[config.mk]
export PLATFORM = sky130hd
export DESIGN_NAME = uart_line_monitor
export DESIGN_NICKNAME = d
export VERILOG_FILES = /design/src/rtl/uart_line_monitor_pkg.sv /design/src/rtl/uart_line_monitor_ctrl.sv /design/src/rtl/uart_line_monitor_dpath.sv /design/src/rtl/uart_line_monitor.sv
export SDC_FILE = /design/constraint.sdc
export NUM_CORES = 1
export LEC_CHECK = 0
export BUFFER_PORTS_ARGS = -buffer_cell sky130_fd_sc_hd__buf_2
export CORE_ASPECT_RATIO = 0.5
export CORE_MARGIN = 5
export CORE_UTILIZATION = 45
export DETAILED_ROUTE_END_ITERATION = 12
export PLACE_DENSITY_LB_ADDON = 0.05
export SLEW_MARGIN = 40
export SYNTH_ARGS = -nofsm -noshare
export SYNTH_HDL_FRONTEND = slang
export SYNTH_SLANG_ARGS = --single-unit
export TNS_END_PERCENT = 50
[constraint.sdc]
create_clock -name clk -period 6.4 [get_ports clk]
set_input_delay 0.96 -clock clk [delete_from_list [all_inputs] [get_ports clk]]
set_output_delay 0.96 -clock clk [all_outputs]
set_load 0.05 [all_outputs]
[src/rtl/uart_line_monitor_pkg.sv]
package uart_line_monitor_pkg;

  typedef enum logic [1:0] {
    LINE_NORMAL = 2'd0,
    LINE_PEND   = 2'd1,
    LINE_BREAK  = 2'd2
  } lineState_t;

  typedef struct packed {
    logic incIdle;   // idle character seen
    logic clrIdle;   // non-idle character seen
    logic brkDecl;   // break declared on this character
    logic lenFrom2;  // declared on second character
    logic lenInc;    // break continues
    logic brkEnd;    // line back to one
  } lineStrobe_t;

endpackage

[src/rtl/uart_line_monitor_ctrl.sv]
module uart_line_monitor_ctrl
  import uart_line_monitor_pkg::*;
#(
  parameter int DATA_W = 8
) (
  input  logic              clk,
  input  logic              rstN,
  input  logic              chrValid,
  input  logic [DATA_W-1:0] chrData,
  input  logic              chrBreak,
  input  logic              syncZeroStop,
  output lineStrobe_t       stb
);

  lineState_t state, stateNext;
  logic isIdle;

  assign isIdle = !chrBreak && (&chrData);

  always_comb begin
    stb       = '0;
    stateNext = state;
    if (chrValid) begin
      stb.incIdle = isIdle;
      stb.clrIdle = !isIdle;
      unique case (state)
        LINE_NORMAL: begin
          if (chrBreak) begin
            if (syncZeroStop) begin
              stateNext = LINE_PEND;
            end else begin
              stb.brkDecl = 1'b1;
              stateNext   = LINE_BREAK;
            end
          end
        end
        LINE_PEND: begin
          if (chrBreak) begin
            stb.brkDecl  = 1'b1;
            stb.lenFrom2 = 1'b1;
            stateNext    = LINE_BREAK;
          end else begin
            stateNext = LINE_NORMAL;
          end
        end
        LINE_BREAK: begin
          if (chrBreak) begin
            stb.lenInc = 1'b1;
          end else begin
            stb.brkEnd = 1'b1;
            stateNext  = LINE_NORMAL;
          end
        end
        default: stateNext = LINE_NORMAL;
      endcase
    end
  end

  always_ff @(posedge clk) begin
    if (!rstN) state <= LINE_NORMAL;
    else       state <= stateNext;
  end

endmodule

[src/rtl/uart_line_monitor_dpath.sv]
module uart_line_monitor_dpath
  import uart_line_monitor_pkg::*;
#(
  parameter int IDLE_W = 16,
  parameter int CNT_W  = 16,
  parameter int LEN_W  = 16
) (
  input  logic              clk,
  input  logic              rstN,
  input  lineStrobe_t       stb,
  input  logic              bufOpen,
  input  logic [IDLE_W-1:0] idleMax,
  input  logic              rxIrqEn,
  input  logic              brkIrqEn,
  output logic              idleClose,
  output logic              breakClose,
  output logic              rxIrq,
  output logic              brkEvent,
  output logic              brkIrq,
  output logic [CNT_W-1:0]  brkCount,
  output logic [LEN_W-1:0]  brkLen
);

  localparam logic [CNT_W-1:0] CNT_MAX = {CNT_W{1'b1}};
  localparam logic [LEN_W-1:0] LEN_MAX = {LEN_W{1'b1}};
  localparam logic [LEN_W-1:0] LEN_ONE = LEN_W'(1);
  localparam logic [LEN_W-1:0] LEN_TWO = LEN_W'(2);

  logic [IDLE_W-1:0] idleCnt;
  logic [LEN_W-1:0]  lenCnt;
  logic [IDLE_W:0]   idleNext;
  logic              idleHit;
  logic              idleCloseNext;
  logic              breakCloseNext;

  assign idleNext       = {1'b0, idleCnt} + 1'b1;
  assign idleHit        = stb.incIdle && (idleMax != '0) && (idleNext >= {1'b0, idleMax});
  assign idleCloseNext  = idleHit && bufOpen;
  assign breakCloseNext = stb.brkDecl && bufOpen;

  always_ff @(posedge clk) begin
    if (!rstN) begin
      idleCnt    <= '0;
      lenCnt     <= '0;
      brkCount   <= '0;
      brkLen     <= '0;
      idleClose  <= 1'b0;
      breakClose <= 1'b0;
      rxIrq      <= 1'b0;
      brkEvent   <= 1'b0;
      brkIrq     <= 1'b0;
    end else begin
      idleClose  <= idleCloseNext;
      breakClose <= breakCloseNext;
      rxIrq      <= rxIrqEn && (idleCloseNext || breakCloseNext);
      brkEvent   <= stb.brkEnd;
      brkIrq     <= stb.brkEnd && brkIrqEn;

      if (stb.clrIdle)      idleCnt <= '0;
      else if (idleHit)     idleCnt <= '0;
      else if (stb.incIdle) idleCnt <= idleNext[IDLE_W-1:0];

      if (stb.brkDecl) begin
        if (brkCount != CNT_MAX) brkCount <= brkCount + 1'b1;
        lenCnt <= stb.lenFrom2 ? LEN_TWO : LEN_ONE;
      end else if (stb.lenInc && (lenCnt != LEN_MAX)) begin
        lenCnt <= lenCnt + 1'b1;
      end

      if (stb.brkEnd) brkLen <= lenCnt;
    end
  end

endmodule

[src/rtl/uart_line_monitor.sv]
module uart_line_monitor
  import uart_line_monitor_pkg::*;
#(
  parameter int DATA_W = 8,
  parameter int IDLE_W = 16,
  parameter int CNT_W  = 16,
  parameter int LEN_W  = 16
) (
  input  logic              clk,
  input  logic              rstN,
  input  logic              chrValid,
  input  logic [DATA_W-1:0] chrData,
  input  logic              chrBreak,
  input  logic              bufOpen,
  input  logic              syncZeroStop,
  input  logic [IDLE_W-1:0] idleMax,
  input  logic              rxIrqEn,
  input  logic              brkIrqEn,
  output logic              idleClose,
  output logic              breakClose,
  output logic              rxIrq,
  output logic              brkEvent,
  output logic              brkIrq,
  output logic [CNT_W-1:0]  brkCount,
  output logic [LEN_W-1:0]  brkLen
);

  lineStrobe_t stb;

  uart_line_monitor_ctrl #(.DATA_W(DATA_W)) u_ctrl (
    .clk          (clk),
    .rstN         (rstN),
    .chrValid     (chrValid),
    .chrData      (chrData),
    .chrBreak     (chrBreak),
    .syncZeroStop (syncZeroStop),
    .stb          (stb)
  );

  uart_line_monitor_dpath #(.IDLE_W(IDLE_W), .CNT_W(CNT_W), .LEN_W(LEN_W)) u_dpath (
    .clk        (clk),
    .rstN       (rstN),
    .stb        (stb),
    .bufOpen    (bufOpen),
    .idleMax    (idleMax),
    .rxIrqEn    (rxIrqEn),
    .brkIrqEn   (brkIrqEn),
    .idleClose  (idleClose),
    .breakClose (breakClose),
    .rxIrq      (rxIrq),
    .brkEvent   (brkEvent),
    .brkIrq     (brkIrq),
    .brkCount   (brkCount),
    .brkLen     (brkLen)
  );

endmodule

==> results of run 1 <==
[registers in the layout, indices dropped and copies added, names as in the netlist, 2 cells and up]
name              count
u_dpath.brkLen       16
u_dpath.brkCount     16
u_dpath.lenCnt       16
u_dpath.idleCnt      16
u_ctrl.state          2
[metal layers]
metal / track usage [%] / vias up
met4: 2.900 / 0
met1: 21.49 / 1515
li1: - / 1722
met3: 5.831 / 5
met2: 28.41 / 58
met5: 0 / -
[power by group]
group	total (uW)	internal, uW	switching (uW)
Clock	476	296	180
Combinational	47.4	16.5	31.0
Sequential	447	445	2.82
[cells in the final DEF, fill, tap and decap left out, types with 2 or more instances in the layout]
| cell type | Yosys | routed |
|---|---|---|
| dfxtp_1 | 71 | 71 |
| buf_2 | 5 | 68 |
| nand2_1 | 56 | 56 |
| nor2_1 | 42 | 42 |
| xor2_1 | 30 | 30 |
| xnor2_1 | 27 | 27 |
| a21oi_1 | 26 | 26 |
| nand4_1 | 21 | 21 |
| nand3_1 | 19 | 19 |
| inv_1 | 19 | 19 |
| ha_1 | 19 | 19 |
| a211oi_1 | 13 | 13 |
| and4_1 | 10 | 10 |
| clkbuf_16 | 0 | 9 |
| and3_1 | 8 | 8 |
| nor3_1 | 8 | 8 |
| nor4_1 | 7 | 7 |
| o21ai_0 | 7 | 7 |
| o211ai_1 | 7 | 7 |
| a211oi_2 | 5 | 5 |
| clkinv_2 | 0 | 5 |
| nor4b_1 | 4 | 4 |
| nor3b_1 | 4 | 4 |
| o21ai_1 | 3 | 3 |
| nand2b_1 | 3 | 3 |
| and2_1 | 2 | 2 |
| a221oi_1 | 2 | 2 |
| mux2i_1 | 2 | 2 |
| buf_4 | 1 | 2 |
[through the flow]
step	worst slack [ns]	hold slack (ns)	std cells	util, %	cell area, um^2
global placement	3.080	0.4412	614	52.13	4260
floorplan	3.548	0.4532	451	-	3866
CTS	2.929	0.4511	630	55.65	4548
finish	3.077	0.4500	630	55.79	4559
global route	2.745	0.4660	630	55.79	4559
detailed placement	2.959	0.4439	615	52.24	4269
[kinds of logic after synthesis]
| group | Yosys count |
|---|---|
| multiplexers | 2 |
| XOR/XNOR | 57 |
| adder cells (fa/ha/maj) | 19 |
| buffers and inverters | 39 |
| AND/OR/NAND/NOR | 195 |
| flip-flops | 71 |
| AO/OA/AOI/OAI | 68 |
[path summary, 6_finish.rpt]
kind	cells after the start	slack [ns]	start	endpoint
min	2	0.45	u_dpath.brkLen[5]$_SDFFE_PN0P_	u_dpath.brkLen[5]$_SDFFE_PN0P_
min reg2reg	2	0.45	u_dpath.brkLen[5]$_SDFFE_PN0P_	u_dpath.brkLen[5]$_SDFFE_PN0P_
max reg2reg	11	3.08	u_dpath.idleCnt[0]$_SDFFE_PP0P_	u_dpath.idleCnt[2]$_SDFFE_PP0P_
max	11	3.08	u_dpath.idleCnt[0]$_SDFFE_PP0P_	u_dpath.idleCnt[2]$_SDFFE_PP0P_
[worst max-delay path: cells and delay by family, from the launching register on]
kind | cells | cell delay (ns)
flops | 1 | 0.42
compound gates | 3 | 1.24
fa+ha+maj | 2 | 0.53
simple gates | 5 | 0.88
xor+xnor | 1 | 0.15
[layout make-up]
cell class,count,area [um^2],area share [%]
multi-input combinational,341,2283,50.08
sequential,71,1421,31.17
timing repair buffer,70,355.3,7.794
clock buffer,10,229.0,5.022
tap,112,140.1,3.074
inverter,21,80.08,1.756
clock inverter,5,50.05,1.098
==> parameters.txt, run 1 <==
Parameter                              Value

STA
  Number of hold violations in the final report ... 0
  Crit share post-route ... between 50% and 60%
  Timing-limited maximum frequency ... between 0.3 and 0.4 GHz
  Setup Viol. Count Final ... 0
  Actual slew at the worst max-slew pin ... 0.7231 ns
  Max-slew violation count ... 0
  Final worst path period need ... 3.323 ns
  Setup total negative slack ... 0 ns
  Fin Clk Skew ... between 0.007 and 0.008 ns
  Worst slew margin ... 51.80%
  Setup repair after global routing missed its margin ... no

Clocking
  TritonCTS clock tree ... built
  Number of H-tree levels ... 3
  Clock root buffer ... clkbuf_16
  Clock latency at the later pin of the worst-skew pair ... ~0.33 ns
  Post_cts resized ... 0
  CTS sink count ... roughly 70
  # hold bufs at CTS ... 0
  Clock slew seen by the registers of the worst setup and hold paths ... about 0.050 ns
  Total clock buffers created by CTS ... 9
  Total setup buffers inserted after CTS ... 0
  Worst-case clock buffer depth ... 2

Outcome
  Run status ... complete, no violations

Synth
  Share of synthesized cell area in and, or, nand and nor gates ... 26.76%
  Number of warning messages in the yosys log ... 0
  Count of state elements after synthesis ... 71
  Post-synthesis instance area ... a little under 4000 um^2
  Main combinational cell family by area after synthesis ... simple AND/OR/NAND/NOR gates
  Mux share of post-synthesis cell area ... less than 1%
  Post-synth top flop ... dfxtp_1
  Cells after Synth ... about 450
  Count of flip-flops with a built-in enable after synthesis ... 0
  Share of async-settable or async-resettable flops after synthesis ... 0%
  Synth top area cells ... dfxtp_1 (37%), xor2_1 (6.8%), ha_1 (6.1%)
  Largest area contributor in the synthesized netlist ... dfxtp_1
  Count leader, synth ... dfxtp_1
  XOR/XNOR share of the synthesized area ... approximately an eighth
  Sequential element share of the synthesized area ... 36.76%
  Area share of fa/ha/maj cells after synthesis ... roughly 6%
  Share of the synthesized area in compound gates (AO/OA/AOI/OAI) ... 12.43%
  Post-synthesis average cell area ... about 8.6 um^2
  Yosys top cell area share ... between 30% and 40%
  Top cells by count, synth ... dfxtp_1 (71), nand2_1 (56), nor2_1 (42), xor2_1 (30), xnor2_1 (27)
  Post-synth net total ... around 500
  Count of different cell masters after synthesis ... 48

Cells and area
  Count of fill cells added during filler insertion ... 769
  Post-synthesis to final-layout area growth ... 17.93%
  Post-layout nets ... roughly 570
  Total inserted antenna cells ... 0
  Proportion of layout cells with a drive suffix above 1 ... 19.31%

GRT
  Pin count of the biggest net entering global routing ... 36
  Grt total ovfl ... 0
  Global-route wire length before repair ... approximately 15,000 um
  Number of global-route vias before repair ... approximately 3,100
  Total routing usage reported by global routing ... roughly 17%
  Antenna violations before repair ... 0

Route
  DR WL met2 ... 3872 um
  DRT antenna net count ... 0
  Drt via density ... 5.238
  Remaining DRCs ... 0
  Routed wire length ... approximately 8500 um
  Detailed Route Iter0 Violations ... 191
  Top sig layer ... met4
  Via count ... about 3,300
  Final routed wire length divided by cell count ... between 10 and 15 um
  M1 wire length ... 4194 um
  WL met3 ... 409 um
  Number of iterations in the first detailed-routing pass ... 4

Worst setup path
  Worst path slowest cell ... a221oi_1
  Endpoint kind of the worst setup timing path ... register
  Delay contributed by the slowest stage of the critical path ... about 0.5 ns
  Startpoint Class ... register
  Arrival time reported for the critical path endpoint ... 3.56 ns
  Class of the most critical setup path ... reg -> reg
  Required time of the worst setup path ... between 6 and 7 ns
  List of cells traversed by the critical path ... ha_1, nand3_1, nor2_2, nand3_1, xnor2_1, ha_1, nand4_1, nor4_1, a221oi_1, o2111ai_4, a211oi_1
  Highest net fanout along the worst path ... 16

Place
  Port Buffers ... 68
  Global placement routability congestion ... between 0.8 and 0.9
  Detailed-placement wirelength estimate ... approximately 6300 um

Floorplan
  Starting Density ... 47.31%
  Die Wd ... approximately 140 um
  Overall die area ... ~11,000 um^2
  Area of the core ... approximately 8000 um^2
  I/O pins ... just under 70
  Die Y ... approximately 76 um
  Row count ... 23

Power and ir drop
  Total power draw ... between 900 and 1000 uW
  Power per Cell Area ... ~210 nW/um^2
  Maximum ir drop on the vdd rail ... approximately 140 uV
  Lkg Pwr ... between 0.0015 and 0.002 uW

Min path
  Hold crit path type ... reg -> reg

Flow run
  MaxCap Viol Count ... 0
Power figures use the tool's default switching activity.
==> run 2: changes to the inputs <==
- clock period: 6.4 -> 3.3 ns (I/O delays scaled with it)
==> run 2 against run 1 <==
- first-iteration DRC count down 29%
- die area unchanged
- hold slack lost 0.052 ns
- sequential share of layout area fell by 0.42 points
- wire length increased by 0.15%
- clock-buffer cell count grew 4
- power rose by 94%
- utilization rose by 0.77 points
- combinational power rose by 94%
- non-clock buffer count rose by 7
- cell count is 1.3% higher
==> parameters.txt, run 2 (synthesis gave the netlist of run 1 again) <==
Parameter                              Value

GRT
  Global-route wire length before repair ... 14,470 um
  Total routing usage reported by global routing ... around 17%
  Antenna violations before repair ... 0
  Grt total ovfl ... 0
  Number of global-route vias before repair ... ~3,200
  Pin count of the biggest net entering global routing ... 24

Worst setup path
  Class of the most critical setup path ... reg -> reg
  Cell depth of the worst flop-to-flop path ... 12
  Endpoint kind of the worst setup timing path ... register
  CP top delay family ... compound AO/OA/AOI/OAI gates
  Startpoint Class ... register
  Required time of the worst setup path ... between 3 and 4 ns
  Worst path slowest cell ... dfxtp_1
  Crit path depth ... 12
  Highest net fanout along the worst path ... 16
  Critical path's most frequent cell ... nand3_1
  List of cells traversed by the critical path ... ha_1, nand3_1, nor2_4, nand3_1, xnor2_1, ha_1, nand3_1, nor4_1, a221oi_1, o2111ai_2, buf_4, a211oi_1
  Number of buffer and inverter stages on the critical path ... 1
  Delay contributed by the slowest stage of the critical path ... about 0.42 ns
  Arrival time reported for the critical path endpoint ... around 3.2 ns

STA
  Setup Viol. Count Final ... 0
  Setup total negative slack ... 0 ns
  Max-slew violation count ... 0
  Timing-limited maximum frequency ... between 0.3 and 0.4 GHz
  Actual slew at the worst max-slew pin ... between 0.7 and 0.8 ns
  Final worst path period need ... between 2 and 3 ns
  Setup repair after global routing missed its margin ... no
  Worst slew margin ... between 50% and 60%
  Worst hold slack ... a little under 0.4 ns
  Number of hold violations in the final report ... 0
  Fin Clk Skew ... between 0.003 and 0.004 ns
  Crit share post-route ... a little under 90%

Cells and area
  Count of fill cells added during filler insertion ... a little over 800
  Commonest non-fill, non-tap cells in the layout ... dfxtp_1 (71), buf_2 (68), nand2_1 (56)
  Post-synthesis to final-layout area growth ... 19.55%
  Post-layout nets ... 572
  Sequential cell area ... around 1400 um^2
  Proportion of layout cells with a drive suffix above 1 ... 20.34%
  Area used by multi-input combinational logic ... ~2300 um^2
  Commonest non-fill, non-tap cell in the layout ... dfxtp_1
  Total inserted antenna cells ... 0

Flow run
  MaxCap Viol Count ... 0

Clocking
  TritonCTS clock tree ... built
  Clock latency at the later pin of the worst-skew pair ... approximately 0.32 ns
  Worst-case clock buffer depth ... 2
  CTS sink count ... 71
  Number of H-tree levels ... 3
  Clock root buffer ... clkbuf_16
  Clock slew seen by the registers of the worst setup and hold paths ... roughly 0.05 ns
  Total clock buffers created by CTS ... 9

Route
  DRT antenna net count ... 0
  Routed wire length ... ~8600 um
  Detailed Route Iter0 Violations ... 135
  Number of iterations in the first detailed-routing pass ... 4
  Drt via density ... 5.238
  Via count ... 3,342
  Final routed wire length divided by cell count ... ~13 um
  Remaining DRCs ... 0

Place
  Global placement routability congestion ... between 0.7 and 0.8
  Port Buffers ... between 60 and 70
  Detailed-placement wirelength estimate ... about 6400 um

Min path
  Hold depth ... 2
  Hold crit path type ... in -> reg

Outcome
  Run status ... complete, no violations

Floorplan
  Die Wd ... approximately 140 um
  Row count ... 23
  Area of the core ... between 8000 and 9000 um^2
  Starting Density ... 47.31%
  Overall die area ... 10,660 um^2
  I/O pins ... 69
  Die Y ... around 76 um

Power and ir drop
  Lkg Pwr ... about 0.0019 uW
  Power per Cell Area ... 408.3 nW/um^2
  Maximum ir drop on the vdd rail ... approximately 270 uV
run 2: worst paths after layout:
| path | startpoint | slack [ns] | to |
|---|---|---|---|
| worst min register to register | u_dpath.brkLen[5]$_SDFFE_PN0P_ | 0.45 | u_dpath.brkLen[5]$_SDFFE_PN0P_ |
| worst min-delay path | brkIrqEn | 0.40 | u_dpath.brkIrq$_SDFF_PN0_ |
| worst max-delay path | u_dpath.idleCnt[0]$_SDFFE_PP0P_ | 0.35 | u_dpath.idleCnt[6]$_SDFFE_PP0P_ |
| worst max register to register | u_dpath.idleCnt[0]$_SDFFE_PP0P_ | 0.35 | u_dpath.idleCnt[6]$_SDFFE_PP0P_ |
run 2: power breakdown:
group | switching (uW) | total (uW) | internal (uW)
Clock | 338 | 927 | 589
Sequential | 5.77 | 868 | 862
Combinational | 59.5 | 92.1 | 32.5
Total | 403 | 1890 | 1480
run 2: cell type report:
type | instances | share of cell area (%)
multi-input cells | 341 | 49.27
clock buffers | 14 | 6.145
flip-flops and latches | 71 | 30.75
clock inverters | 2 | 0.2707
well taps | 112 | 3.032
repair buffers | 77 | 8.825
inverters | 21 | 1.705
run 2: routing by layer:
layer  GRT usage [%]  vias up  share of wire [%]
li1                -     1744                  -
met1           19.69     1541                 49
met2           29.99       48                 46
met3           4.451        9                4.2
met4           5.371        0               0.89
met5               0        -                  0
run 2: metrics by stage:
step	std cells	power (uW)	worst slack (ns)	cell area [um^2]	utilization, %
2_1_floorplan	451	939.6	0.4480	3866	-
3_3_place_gp	620	978.9	0.2880	4305	52.68
3_5_place_dp	620	979.2	0.1697	4305	52.68
4_1_cts	636	1917	0.1460	4602	56.31
5_1_grt	638	1971	0.02365	4622	56.55
6_report	638	1887	0.3534	4622	56.55
run 2: timing repair:
action / in CTS / in global routing
buffers inserted: 0 / 2
endpoints found under the hold margin: 0 / 0
hold buffers: 0 / 0
endpoints found under the setup margin: 0 / 16
gates resized for setup: 0 / 1
==> run 3: changes to the inputs <==
- ABC_AREA: default -> 1
==> run 3 against run 2 <==
- register-to-register slack gained 0.22 ns
- critical path depth grew 5
- first-iteration DRC count grew 47%
- synthesized cell count grew 28%
- largest power group unchanged
- clock power grew 2.6%
- critical endpoint unchanged
- sequential share of layout area shrank 0.47 points
- setup slack gained 0.22 ns
- synthesized area grew 2.2%
- hold slack lost 0.017 ns
- largest cell class unchanged
==> parameters.txt, run 3 <==
Parameter                              Value

Worst setup path
  Worst path slowest cell ... dfxtp_1
  Arrival time reported for the critical path endpoint ... 2.94 ns
  Required time of the worst setup path ... around 3.5 ns
  Startpoint Class ... register
  Number of buffer and inverter stages on the critical path ... 1
  CP top delay family ... simple AND/OR/NAND/NOR gates
  Highest net fanout along the worst path ... 16
  Class of the most critical setup path ... reg -> reg
  Endpoint kind of the worst setup timing path ... register
  List of cells traversed by the critical path ... ha_1, nand3_2, nor2_2, nand2_1, inv_1, nand3_1, xor2_1, ha_1, nand2_1, nor3_1, nand2_1, nand3b_1, nor2_1, nand2_1, nand2_2, nand2_4, a21oi_1
  Critical path's most frequent cell ... nand2_1
  Delay contributed by the slowest stage of the critical path ... just under 0.4 ns
  Cell depth of the worst flop-to-flop path ... 17
  Crit path depth ... 17

Clocking
  TritonCTS clock tree ... built
  Clock latency at the later pin of the worst-skew pair ... between 0.3 and 0.4 ns
  Post_cts resized ... 0
  Clock slew seen by the registers of the worst setup and hold paths ... 0.06 ns
  Total clock buffers created by CTS ... 9
  Clock root buffer ... clkbuf_16
  Number of H-tree levels ... 3
  # hold bufs at CTS ... 0
  Worst-case clock buffer depth ... 2
  CTS sink count ... between 70 and 80
  Total setup buffers inserted after CTS ... 0

Floorplan
  Starting Density ... 45.70%
  Row count ... 24
  Die Y ... about 76 um
  Area of the core ... 8648 um^2
  Die Wd ... between 100 and 150 um
  I/O pins ... 69
  Overall die area ... 10,870 um^2

STA
  Setup repair after global routing missed its margin ... no
  Fin Clk Skew ... around 0.0071 ns
  Number of hold violations in the final report ... 0
  Final worst path period need ... between 2 and 3 ns
  Setup Viol. Count Final ... 0
  Actual slew at the worst max-slew pin ... roughly 0.45 ns
  Max-slew violation count ... 0
  Worst slew margin ... 70.22%
  Setup total negative slack ... 0 ns
  Timing-limited maximum frequency ... 0.3661 GHz
  Crit share post-route ... roughly 83%

Place
  Area after detailed placement ... around 4400 um^2
  Global placement routability congestion ... 0.8382
  Detailed-placement wirelength estimate ... about 7200 um
  Port Buffers ... 68

Cells and area
  Final cell area excluding filler cells ... about 4700 um^2
  Post-synthesis to final-layout area growth ... 18.74%
  Proportion of layout cells with a drive suffix above 1 ... roughly 18%
  Commonest non-fill, non-tap cell in the layout ... nand2_1
  Count of fill cells added during filler insertion ... slightly below 900
  Commonest non-fill, non-tap cells in the layout ... nand2_1 (122), inv_1 (79), dfxtp_1 (71)
  Total inserted antenna cells ... 0
  Post-layout nets ... 698

Power and ir drop
  Power per Cell Area ... around 420 nW/um^2
  Clock Power Share ... a little under half
  Switching share of total power ... between 20% and 30%
  Internal power ... ~1500 uW
  Lkg Pwr ... 0.002144 uW
  Sequential share of power ... between 40% and 50%
  Maximum ir drop on the vdd rail ... between 200 and 300 uV
  Power spent charging and discharging nets ... 468.3 uW
  Relative contribution of combinational cells to total power ... 8.1%

Synth
  Synth top area cells ... dfxtp_1 (36%), nand2_1 (12%), inv_1 (7.5%)
  Share of async-settable or async-resettable flops after synthesis ... 0%
  Sequential element share of the synthesized area ... a little over a third
  Post-synthesis average cell area ... a little under 7 um^2
  Number of warning messages in the yosys log ... 0
  Cells after Synth ... 577
  Post-synth top flop ... dfxtp_1
  Yosys top cell area share ... ~36%
  Post-synthesis instance area ... slightly below 4000 um^2
  Count of different cell masters after synthesis ... 39
  Count leader, synth ... nand2_1
  Post-synth net total ... approximately 630
  Largest area contributor in the synthesized netlist ... dfxtp_1
  Count of flip-flops with a built-in enable after synthesis ... 0
  Top cells by count, synth ... nand2_1 (122), inv_1 (79), dfxtp_1 (71), nor2_1 (70), a21oi_1 (50)
  Count of state elements after synthesis ... just over 70

Route
  DRT antenna net count ... 0
  Number of iterations in the first detailed-routing pass ... 5
  Final routed wire length divided by cell count ... between 10 and 15 um
  Detailed Route Iter0 Violations ... between 150 and 200
  Via count ... ~3,700
  Routed wire length ... 9373 um
  Drt via density ... between 4 and 5
  Remaining DRCs ... 0

GRT
  Pin count of the biggest net entering global routing ... 28
  Number of global-route vias before repair ... 3,563
  Antenna violations before repair ... 0
  Global-route wire length before repair ... between 15,000 and 20,000 um
  Total routing usage reported by global routing ... 18.29%
  Grt total ovfl ... 0

Min path
  Hold crit path type ... in -> reg
  Hold depth ... 3

Flow run
  MaxCap Viol Count ... 0

Outcome
  Run status ... complete, no violations
-- run 3: cells by family after synthesis --
group,synth area share [%]
DFF,35.96
xor gates and xnor gates,3.546
AOI/OAI and AO/OA,12.38
adders and majority gates,6.015
and+or+nand+nor,32.48
buffers and inverters,9.623
-- run 3: worst reg2reg max path: cells and delay by family (launching register included) --
kind / cells / cell delay (ns)
buf+inv: 1 / 0.10
flops: 1 / 0.39
xor+xnor: 1 / 0.18
fa+ha+maj: 2 / 0.53
compound gates: 1 / 0.07
simple gates: 12 / 1.32
-- run 3: area by class of cell --
cell class | count | area (um^2) | area share, %
clock buffer | 13 | 250.2 | 5.332
clock inverter | 3 | 42.54 | 0.9064
inverter | 87 | 326.6 | 6.958
multi-input combinational | 408 | 2151 | 45.83
sequential | 71 | 1421 | 30.29
tap | 117 | 146.4 | 3.119
timing repair buffer | 70 | 355.3 | 7.571
-- run 3: per-stage QoR --
stage / instances / util, % / hold slack [ns] / setup slack, ns / power [uW]
global route: 769 / 54.27 / 0.3854 / 0.2700 / 2085
detailed placement: 753 / 50.88 / 0.4675 / 0.5611 / 1060
global placement: 753 / 50.88 / 0.4644 / 0.6248 / 1059
CTS: 769 / 54.27 / 0.3719 / 0.5399 / 2021
finish: 769 / 54.27 / 0.3808 / 0.5688 / 1991
floorplan: 577 / - / 0.4522 / 0.8480 / 1010
-- run 3: per-layer routing --
metal | global-route usage, % | up-vias | share of wire, %
li1 | - | 1994 | -
met1 | 22.43 | 1619 | 47
met2 | 31.51 | 50 | 47
met3 | 5.455 | 10 | 4.5
met4 | 4.269 | 0 | 0.94
met5 | 0 | - | 0
-- run 3: final timing paths --
check                                   from                         endpoint  slack [ns]
min reg2reg     u_ctrl.state[1]$_SDFFE_PN0P_     u_ctrl.state[1]$_SDFFE_PN0P_        0.48
max reg2reg  u_dpath.idleCnt[0]$_SDFFE_PP0P_  u_dpath.idleCnt[6]$_SDFFE_PP0P_        0.57
min                                  rxIrqEn         u_dpath.rxIrq$_SDFF_PN0_        0.38
max          u_dpath.idleCnt[0]$_SDFFE_PP0P_  u_dpath.idleCnt[6]$_SDFFE_PP0P_        0.57
-- run 3: power by group through the flow --
| stage | Clock, uW | Combinational [uW] | Sequential [uW] |
|---|---|---|---|
| floorplan | 0 | 87.0 | 923 |
| detailed placement | 0 | 163 | 897 |
| global route | 1020 | 181 | 880 |
| CTS | 978 | 164 | 878 |
| finish | 951 | 161 | 878 |
| global placement | 0 | 163 | 897 |
